**config.mk**
```make
export PLATFORM = sky130hd
export DESIGN_NAME = periodic_divider
export DESIGN_NICKNAME = d
export VERILOG_FILES = /design/src/rtl/pdiv_pkg.sv /design/src/rtl/pdiv_prescale.sv /design/src/rtl/pdiv_chain.sv /design/src/rtl/periodic_divider.sv
export SDC_FILE = /design/constraint.sdc
export NUM_CORES = 1
export LEC_CHECK = 0
export BUFFER_PORTS_ARGS = -buffer_cell sky130_fd_sc_hd__buf_2
export CAP_MARGIN = 20
export CORE_MARGIN = 2
export CORE_UTILIZATION = 33
export DETAILED_ROUTE_END_ITERATION = 12
export GPL_TIMING_DRIVEN = 0
export PLACE_DENSITY_LB_ADDON = 0.25
export SETUP_SLACK_MARGIN = 0.2
export SYNTH_ARGS = -nofsm -noshare
export SYNTH_HDL_FRONTEND = slang
export SYNTH_SLANG_ARGS = --single-unit
```
**constraint.sdc**
```tcl
create_clock -name clk_i -period 2.25 [get_ports clk_i]
set_input_delay 0.1125 -clock clk_i [delete_from_list [all_inputs] [get_ports clk_i]]
set_output_delay 0.1125 -clock clk_i [all_outputs]
set_load 0.05 [all_outputs]
```
**src/rtl/pdiv_pkg.sv**
```systemverilog
package pdiv_pkg;

   localparam logic [2:0] BASE_HI  = 3'd0;
   localparam logic [2:0] BASE_MID = 3'd1;
   localparam logic [2:0] BASE_LO  = 3'd2;

   typedef struct packed {
      logic       valid;
      logic [3:0] idx;
   } tap_sel_t;

   function automatic logic base_holds(input logic [2:0] base);
      return (base != BASE_HI) && (base != BASE_MID) && (base != BASE_LO);
   endfunction

   // Chain tap (log2 of event period in reference ticks) for a rate code.
   function automatic tap_sel_t tap_of(input logic [2:0] base, input logic [3:0] code);
      tap_sel_t t;
      t.valid = (code != 4'd0);
      if (code == 4'd1)      t.idx = (base == BASE_LO) ? 4'd7 : 4'd0;
      else if (code == 4'd2) t.idx = (base == BASE_LO) ? 4'd8 : 4'd1;
      else if (code == 4'd0) t.idx = 4'd0;
      else                   t.idx = code - 4'd1;
      return t;
   endfunction

endpackage

```
**src/rtl/pdiv_prescale.sv**
```systemverilog
module pdiv_prescale #(
   parameter int PRE_HI_LOG2  = 7,
   parameter int PRE_MID_LOG2 = 5
) (
   input  logic       clk_i,
   input  logic       rst_ni,
   input  logic       hold_i,
   input  logic       osc_tick_i,
   input  logic [2:0] base_sel_i,
   output logic       ref_en_o
);
   import pdiv_pkg::*;

   localparam logic [PRE_HI_LOG2-1:0] MASK_HI  = {PRE_HI_LOG2{1'b1}};
   localparam logic [PRE_HI_LOG2-1:0] MASK_MID = MASK_HI >> (PRE_HI_LOG2 - PRE_MID_LOG2);

   logic [PRE_HI_LOG2-1:0] pre_q;
   logic [PRE_HI_LOG2-1:0] mask;

   always_comb begin
      unique case (base_sel_i)
         BASE_HI:  mask = MASK_HI;
         BASE_MID: mask = MASK_MID;
         default:  mask = '0;
      endcase
   end

   assign ref_en_o = osc_tick_i && !hold_i && ((pre_q & mask) == mask);

   always_ff @(posedge clk_i) begin
      if (!rst_ni || hold_i) pre_q <= '0;
      else if (osc_tick_i)   pre_q <= pre_q + 1'b1;
   end

   assert_ref_quiet_R11: assert property (@(posedge clk_i) disable iff (!rst_ni)
      !osc_tick_i |-> !ref_en_o);

endmodule

```
**src/rtl/pdiv_chain.sv**
```systemverilog
module pdiv_chain #(
   parameter int SEC_LOG2 = 15
) (
   input  logic       clk_i,
   input  logic       rst_ni,
   input  logic       hold_i,
   input  logic       ref_en_i,
   input  logic       tap_valid_i,
   input  logic [3:0] tap_idx_i,
   output logic       event_o,
   output logic       sec_o
);
   logic [SEC_LOG2-1:0] chain_q;
   logic [SEC_LOG2:0]   carry;

   for (genvar k = 0; k <= SEC_LOG2; k++) begin : g_carry
      if (k == 0) begin : g_base
         assign carry[k] = 1'b1;
      end else begin : g_tap
         assign carry[k] = &chain_q[k-1:0];
      end
   end

   assign event_o = ref_en_i && tap_valid_i && carry[tap_idx_i];
   assign sec_o   = ref_en_i && carry[SEC_LOG2];

   always_ff @(posedge clk_i) begin
      if (!rst_ni || hold_i) chain_q <= '0;
      else if (ref_en_i)     chain_q <= chain_q + 1'b1;
   end

   assert_hold_clears_R5: assert property (@(posedge clk_i) disable iff (!rst_ni)
      hold_i |=> (!event_o && !sec_o));

endmodule

```
**src/rtl/periodic_divider.sv**
```systemverilog
module periodic_divider #(
   parameter int PRE_HI_LOG2  = 7,
   parameter int PRE_MID_LOG2 = 5,
   parameter int SEC_LOG2     = 15
) (
   input  logic       clk_i,
   input  logic       rst_ni,
   input  logic       osc_tick_i,
   input  logic [2:0] base_sel_i,
   input  logic [3:0] rate_sel_i,
   input  logic       per_ie_i,
   input  logic       sqw_en_i,
   input  logic       flag_clr_i,
   output logic       per_flag_o,
   output logic       irq_o,
   output logic       sqw_o,
   output logic       sec_tick_o
);
   import pdiv_pkg::*;

   if (PRE_MID_LOG2 < 1 || PRE_HI_LOG2 <= PRE_MID_LOG2) begin : g_bad_pre
      $error("prescale widths must satisfy 0 < PRE_MID_LOG2 < PRE_HI_LOG2");
   end
   if (SEC_LOG2 < 15) begin : g_bad_sec
      $error("SEC_LOG2 must cover the slowest rate tap");
   end

   logic     hold;
   logic     ref_en;
   logic     ev;
   logic     sec;
   tap_sel_t tap;
   logic     flag_q, sqw_q, sec_q;

   assign hold = base_holds(base_sel_i);
   assign tap  = tap_of(base_sel_i, rate_sel_i);

   pdiv_prescale #(.PRE_HI_LOG2(PRE_HI_LOG2), .PRE_MID_LOG2(PRE_MID_LOG2)) pre_i (
      .clk_i(clk_i), .rst_ni(rst_ni), .hold_i(hold), .osc_tick_i(osc_tick_i),
      .base_sel_i(base_sel_i), .ref_en_o(ref_en));

   pdiv_chain #(.SEC_LOG2(SEC_LOG2)) chain_i (
      .clk_i(clk_i), .rst_ni(rst_ni), .hold_i(hold), .ref_en_i(ref_en),
      .tap_valid_i(tap.valid), .tap_idx_i(tap.idx), .event_o(ev), .sec_o(sec));

   always_ff @(posedge clk_i) begin
      if (!rst_ni) begin
         flag_q <= 1'b0;
         sqw_q  <= 1'b0;
         sec_q  <= 1'b0;
      end else begin
         sec_q <= sec;
         if (ev)              flag_q <= 1'b1;
         else if (flag_clr_i) flag_q <= 1'b0;
         if (!sqw_en_i || !tap.valid) sqw_q <= 1'b0;
         else if (ev)                 sqw_q <= !sqw_q;
      end
   end

   assign per_flag_o = flag_q;
   assign irq_o      = flag_q && per_ie_i;
   assign sqw_o      = sqw_q;
   assign sec_tick_o = sec_q;

   assert_flag_from_event_R7: assert property (@(posedge clk_i) disable iff (!rst_ni)
      $rose(per_flag_o) |-> $past(ev));
   assert_sqw_rise_event_R9: assert property (@(posedge clk_i) disable iff (!rst_ni)
      $rose(sqw_o) |-> $past(ev));
   assert_sqw_off_R9: assert property (@(posedge clk_i) disable iff (!rst_ni)
      (!sqw_en_i || rate_sel_i == 4'd0) |=> !sqw_o);
   assert_irq_gate_R8: assert property (@(posedge clk_i) disable iff (!rst_ni)
      irq_o |-> (per_ie_i && per_flag_o));
   assert_no_event_code0_R6: assert property (@(posedge clk_i) disable iff (!rst_ni)
      (rate_sel_i == 4'd0) |-> !ev);

endmodule

```
## Word level (Yosys, flattened, before mapping)

Cells that the tools add are included.

| storage, ports and cells | value |
|---|---|
| flip-flop bits (word level) | 25 |
| latch bits | 0 |
| bits in writable memories | 0 |
| ROM bits | 0 |
| input port bits | 13 |
| output and inout port bits | 4 |
| memories kept | 0 |

| operators by class | value |
|---|---|
| add/subtract/negate cells | 3 |
| multiply operators | 0 |
| div/mod/pow operators | 0 |
| order comparisons | 1 |
| equality and inequality tests | 7 |
| shifts and indexed selects | 0 |
| muxes and demuxes | 10 |
| bitwise logic cells | 2 |
| reductions and logical operators | 35 |

Operators with widths:

| kind | count |
|---|---|
| $mux W4 | 4 |
| $add A15 B1 Y15 const B | 1 |
| $reduce_and A15 Y1 | 1 |
| $pmux W7 S2 | 1 |
| $reduce_and A14 Y1 | 1 |
| $reduce_and A13 Y1 | 1 |
| $reduce_and A12 Y1 | 1 |
| $reduce_and A11 Y1 | 1 |
| $reduce_and A10 Y1 | 1 |
| $reduce_and A9 Y1 | 1 |
| $logic_and A1 B1 Y1 | 8 |
| $reduce_and A8 Y1 | 1 |
| $add A7 B1 Y7 const B | 1 |
| $and A7 B7 Y7 | 1 |
| $eq A7 B7 Y1 | 1 |
| $reduce_and A7 Y1 | 1 |
| $reduce_and A6 Y1 | 1 |
| $logic_not A1 Y1 | 5 |
| $lt A4 B5 Y1 const B | 1 |
| $reduce_and A5 Y1 | 1 |
| $bmux W1 S4 | 1 |
| $eq A4 B1 Y1 const B | 1 |
| $eq A4 B2 Y1 const B | 1 |
| $logic_not A4 Y1 | 1 |
| 17 further kinds | 20 |

## Depth between registers and ports, before layout

| depth | value |
|---|---|
| depth in word-level cells | 9 |
| gate-level depth with buffers | 9 |
| depth with buffers taken out | 9 |

## Cells and area by module

From an unflattened synthesis, not the netlist that was laid out.

| second synthesis, totals | value |
|---|---|
| cell total of the unflattened synthesis | 169 |
| area total of the unflattened synthesis | 1465.2 µm² |

Modules (own cells, without submodules):

| module | times used | cells an instance | area each (µm²) |
|---|---|---|---|
| pdiv_chain | 1 | 103 | 908.4 |
| pdiv_prescale | 1 | 36 | 329.1 |
| periodic_divider | 1 | 30 | 227.7 |

## Worst setup path after synthesis

No wires, ideal clock.

| timing | value |
|---|---|
| path type | reg2reg |
| from | reg chain_i.chain_q[0] |
| to | reg sqw_q, in the netlist sqw_o |
| setup time | 0.124 ns |
| data arrival time | 1.715 ns |
| data required time | 2.126 ns |
| path slack | 0.412 ns |
| cell stages (with the launch flop) | 10 |
| path buffers | 0 |
| path through | dfxtp_1 ha_1 nand3_2 clkinv_2 nand3_1 o2bb2ai_1 a22o_1 o211ai_2 o2111ai_2 mux2i_1 |

| on the way | value |
|---|---|
| cells in the longest elaborated chain, start to end | 4 |

Ends and longest elaborated chain:

| element | RTL line | source |
|---|---|---|
| start, declared | pdiv_chain.sv:13 | `logic [SEC_LOG2-1:0] chain_q;` |
| start signal, assigned | pdiv_chain.sv:29 | `else if (ref_en_i) chain_q <= chain_q + 1'b1;` |
| $reduce_and A15 Y1, or another cell as far along | pdiv_chain.sv:20 | `assign carry[k] = &chain_q[k-1:0];` |
| $bmux W1 S4 * | pdiv_chain.sv:24 | `assign event_o = ref_en_i && tap_valid_i && carry[tap_idx_i];` |
| $mux W1 (implied by the code) * | pdiv_chain.sv:24 |  |
| $logic_and A1 B1 Y1 * | pdiv_chain.sv:24 |  |
| end signal, assigned | periodic_divider.sv:56 | `else if (ev) sqw_q <= !sqw_q;` |
| end, declared | periodic_divider.sv:33 | `logic flag_q, sqw_q, sec_q;` |

Mark *: on every way between the ends. The rest lies on a longest branch, timed or not. The select of a mux whose other input is x is not followed.
A chain may end at the register's enable or synchronous reset.

## Final worst setup path

Ends and elaborated chain as after synthesis.

==> flow_summary.toml <==
[status]
status = "completed"

[die]
pin_count = 17
initial_utilization_pct = 34.89
fp.dieW_um = 72.32
fp.coreArea_um2 = 4414
die_y_um = 72.32
fp-row-count = 24
dieArea_um2 = 5230

[synthesis]
ys_ff_latch = 25
syn_nets = 204
netlist_instances = 186
yosys_warnings = 0
synth-main-ff-cell = "dfxtp_1"
ys_seq_area_share_pct = 32.49
synth_area_per_cell_um2 = 8.281
yosysUniqueCellTypes = 53
syn_area_um2 = 1540
synth-edff-count = 0
synthArstFlopShare_pct = 0

[placement]
dp.final_hpwl_um = 2579
dp.cells = 252
preCtsSetupSlack_ps = 163.8
gpl.final_weighted_congestion = 0.8161
place.port_buffers = 14

[clock_tree]
clk_pin_slew_ps = 90
max-clock-path-buffers = 2
hold_buffers = 0
cts_buffers = 3
cts_setup_buffers = 0
cts_root_buffer = "clkbuf_8"
htree_levels = 1
clk_latency_ps = 270
clock_sinks = 25
cts_tree = "yes"
cts_resized = 1

[timing]
rsz0062_at_grt = "no"
fin_skew_ps = 4.506
period_share_pct = 85.97
worst_pin_slew_ps = 734.8
fmax_mhz = 517.0
fin_setup_tns_ps = 0
worst_slack_ps = 315.7
max-slew-margin-rel_pct = 50.60
period_minus_slack_ps = 1934
final-hold-violation-count = 0
drv_slew = 0
finalSetupViolCount = 0

[cells_and_area]
fin_nets = 223
antenna_cells = 0
final_util_pct = 39.26
final_common_cell = "nor2_1"
final_cells = 256
final_cell_mix = "nor2_1 (36), dfxtp_1 (23), nand2_1 (15), buf_2 (14), xor2_1 (11)"
syn_to_final_growth_pct = 12.51
drive_gt1_share_pct = 20.59

[grt]
grt_pass1_vias = 1201
overflow = 0
grt_util_all_layers_pct = 13.16
grt_max_degree = 14
grt_pass1_wl_um = 5492
antenna_found_initial = 0

[power_and_ir_drop]
switching_share_pct = 25.42
total_power_mw = 0.8321
cellLeakagePower_nw = 0.6468
power.switching_mw = 0.2115
powerDensity_nw_per_um2 = 480.2
p_seq_share_pct = 54.4
combinationalPowerShare_pct = 13.7
power_frac_clock_pct = 31.9
internal_power_mw = 0.6206
irDropWorstVdd_uv = 328.6

[detailed_routing]
routed_wl_um = 3353
vias = 1345
wl_per_cell_um = 13.10
drcViolationCount = 0
antenna_left = 0
dr_wl_met2_um = 1497
wl_met1_um = 1704
routed.top_layer = "met4"
first_pass_iters = 5
vias_per_cell = 5.254
drt-initial-drc-count = 69
wl_met3_um = 116

[setup_path]
path_cells = "ha_2 > nand3_2 > clkinv_2 > nand3_2 > o2bb2ai_1 > a22o_1 > o211ai_2 > o2111ai_2 > mux2i_1"
crit_buf_inv = 1
crit_path_max_fanout = 5
arrival_ps = 2100
endpoint_kind = "flip-flop"
cpPeakStageDelay_ps = 380
crit_top_cell = "nand3_2"
critPathKind = "flip-flop to flip-flop"
critical-path-top-delay-family = "compound AO/OA/AOI/OAI gates"
setup.worst_path.start_class = "flip-flop"
cp_slowest_cell = "dfxtp_4"
cp_data_required_time_ps = 2410

[flow_run]
cap_violations = 0

[worst_hold_path]
min_path_type = "input pin to flip-flop"
==> power by group through the flow <==
stage               logic (mW)  clock network [mW]  registers, mW
finish                   0.114               0.265          0.453
global route             0.126               0.293          0.454
CTS                      0.114               0.284          0.454
detailed placement       0.113                   0          0.464
global placement         0.114                   0          0.464
floorplan               0.0791                   0          0.464
==> metrics by stage <==
| step | hold WS [ps] | cell area (um^2) |
|---|---|---|
| finish | 98.33 | 1733 |
| global route | 120.5 | 1733 |
| CTS | 91.82 | 1722 |
| detailed placement | 387.3 | 1675 |
| global placement | 379.3 | 1675 |
| floorplan | 259.6 | 1540 |
==> metal layers <==
layer | track usage [%] | vias up
met2 | 21.51 | 21
met4 | 3.145 | 0
met5 | 0 | -
met3 | 2.639 | 5
li1 | - | 705
met1 | 17.83 | 614
==> worst reg2reg max path, delay by kind of cell (launching register included) <==
kind                     cells  cell delay [ps]
multiplexers                 1              150
AO/OA/AOI/OAI                4              750
AND/OR/NAND/NOR              2              250
flip-flops                   1              380
adder cells (fa/ha/maj)      1              210
buffers and inverters        1              100
==> registers in the layout (all words and copies together), names as in the netlist <==
register         count
chain_i.chain_q     15
sec_tick_o           1
sqw_o                1
per_flag_o           1
pre_i.pre_q          7
==> cell usage after synthesis, drive strengths merged, types with 3 or more instances <==
master	count	area [um^2]
ha	5	62.56
xor2	11	96.34
o31ai	3	22.52
xnor2	4	35.03
nor2	38	147.6
nand4	9	77.57
a21oi	7	35.03
a21o	3	25.03
inv	4	15.01
nand3	5	30.03
nand2	15	56.30
nor4	3	18.77
nand2b	3	18.77
nor3	6	35.03
o21ai	6	30.03
buf	4	37.53
dfxtp	25	500.5
o22ai	3	18.77
or3	3	18.77
==> cell type report <==
class	instances	area, um^2
inverter	5	20.02
sequential	25	505.5
timing repair buffer	14	70.07
clock buffer	4	45.04
buffer	6	45.04
tap	52	65.06
multi-input combinational	150	982.2
fill	463	2681
==> logic make-up after synthesis <==
group / share of synthesized area [%]
AOI/OAI and AO/OA: 18.12
xor gates and xnor gates: 8.529
buffers and inverters: 4.223
and+or+nand+nor: 31.28
adders and majority gates: 4.062
muxes: 1.300
DFF: 32.49
==> worst paths after layout <==
kind                      startpoint          to  slack (ps)  cells past startpoint
setup / recovery  chain_i.chain_q[0]       sqw_o         320                      9
hold / removal            flag_clr_i  per_flag_o         100                      3
setup reg to reg  chain_i.chain_q[0]       sqw_o         320                      9
hold reg to reg           per_flag_o  per_flag_o         480                      2
Note: power is estimated with default switching activity, not from simulation.
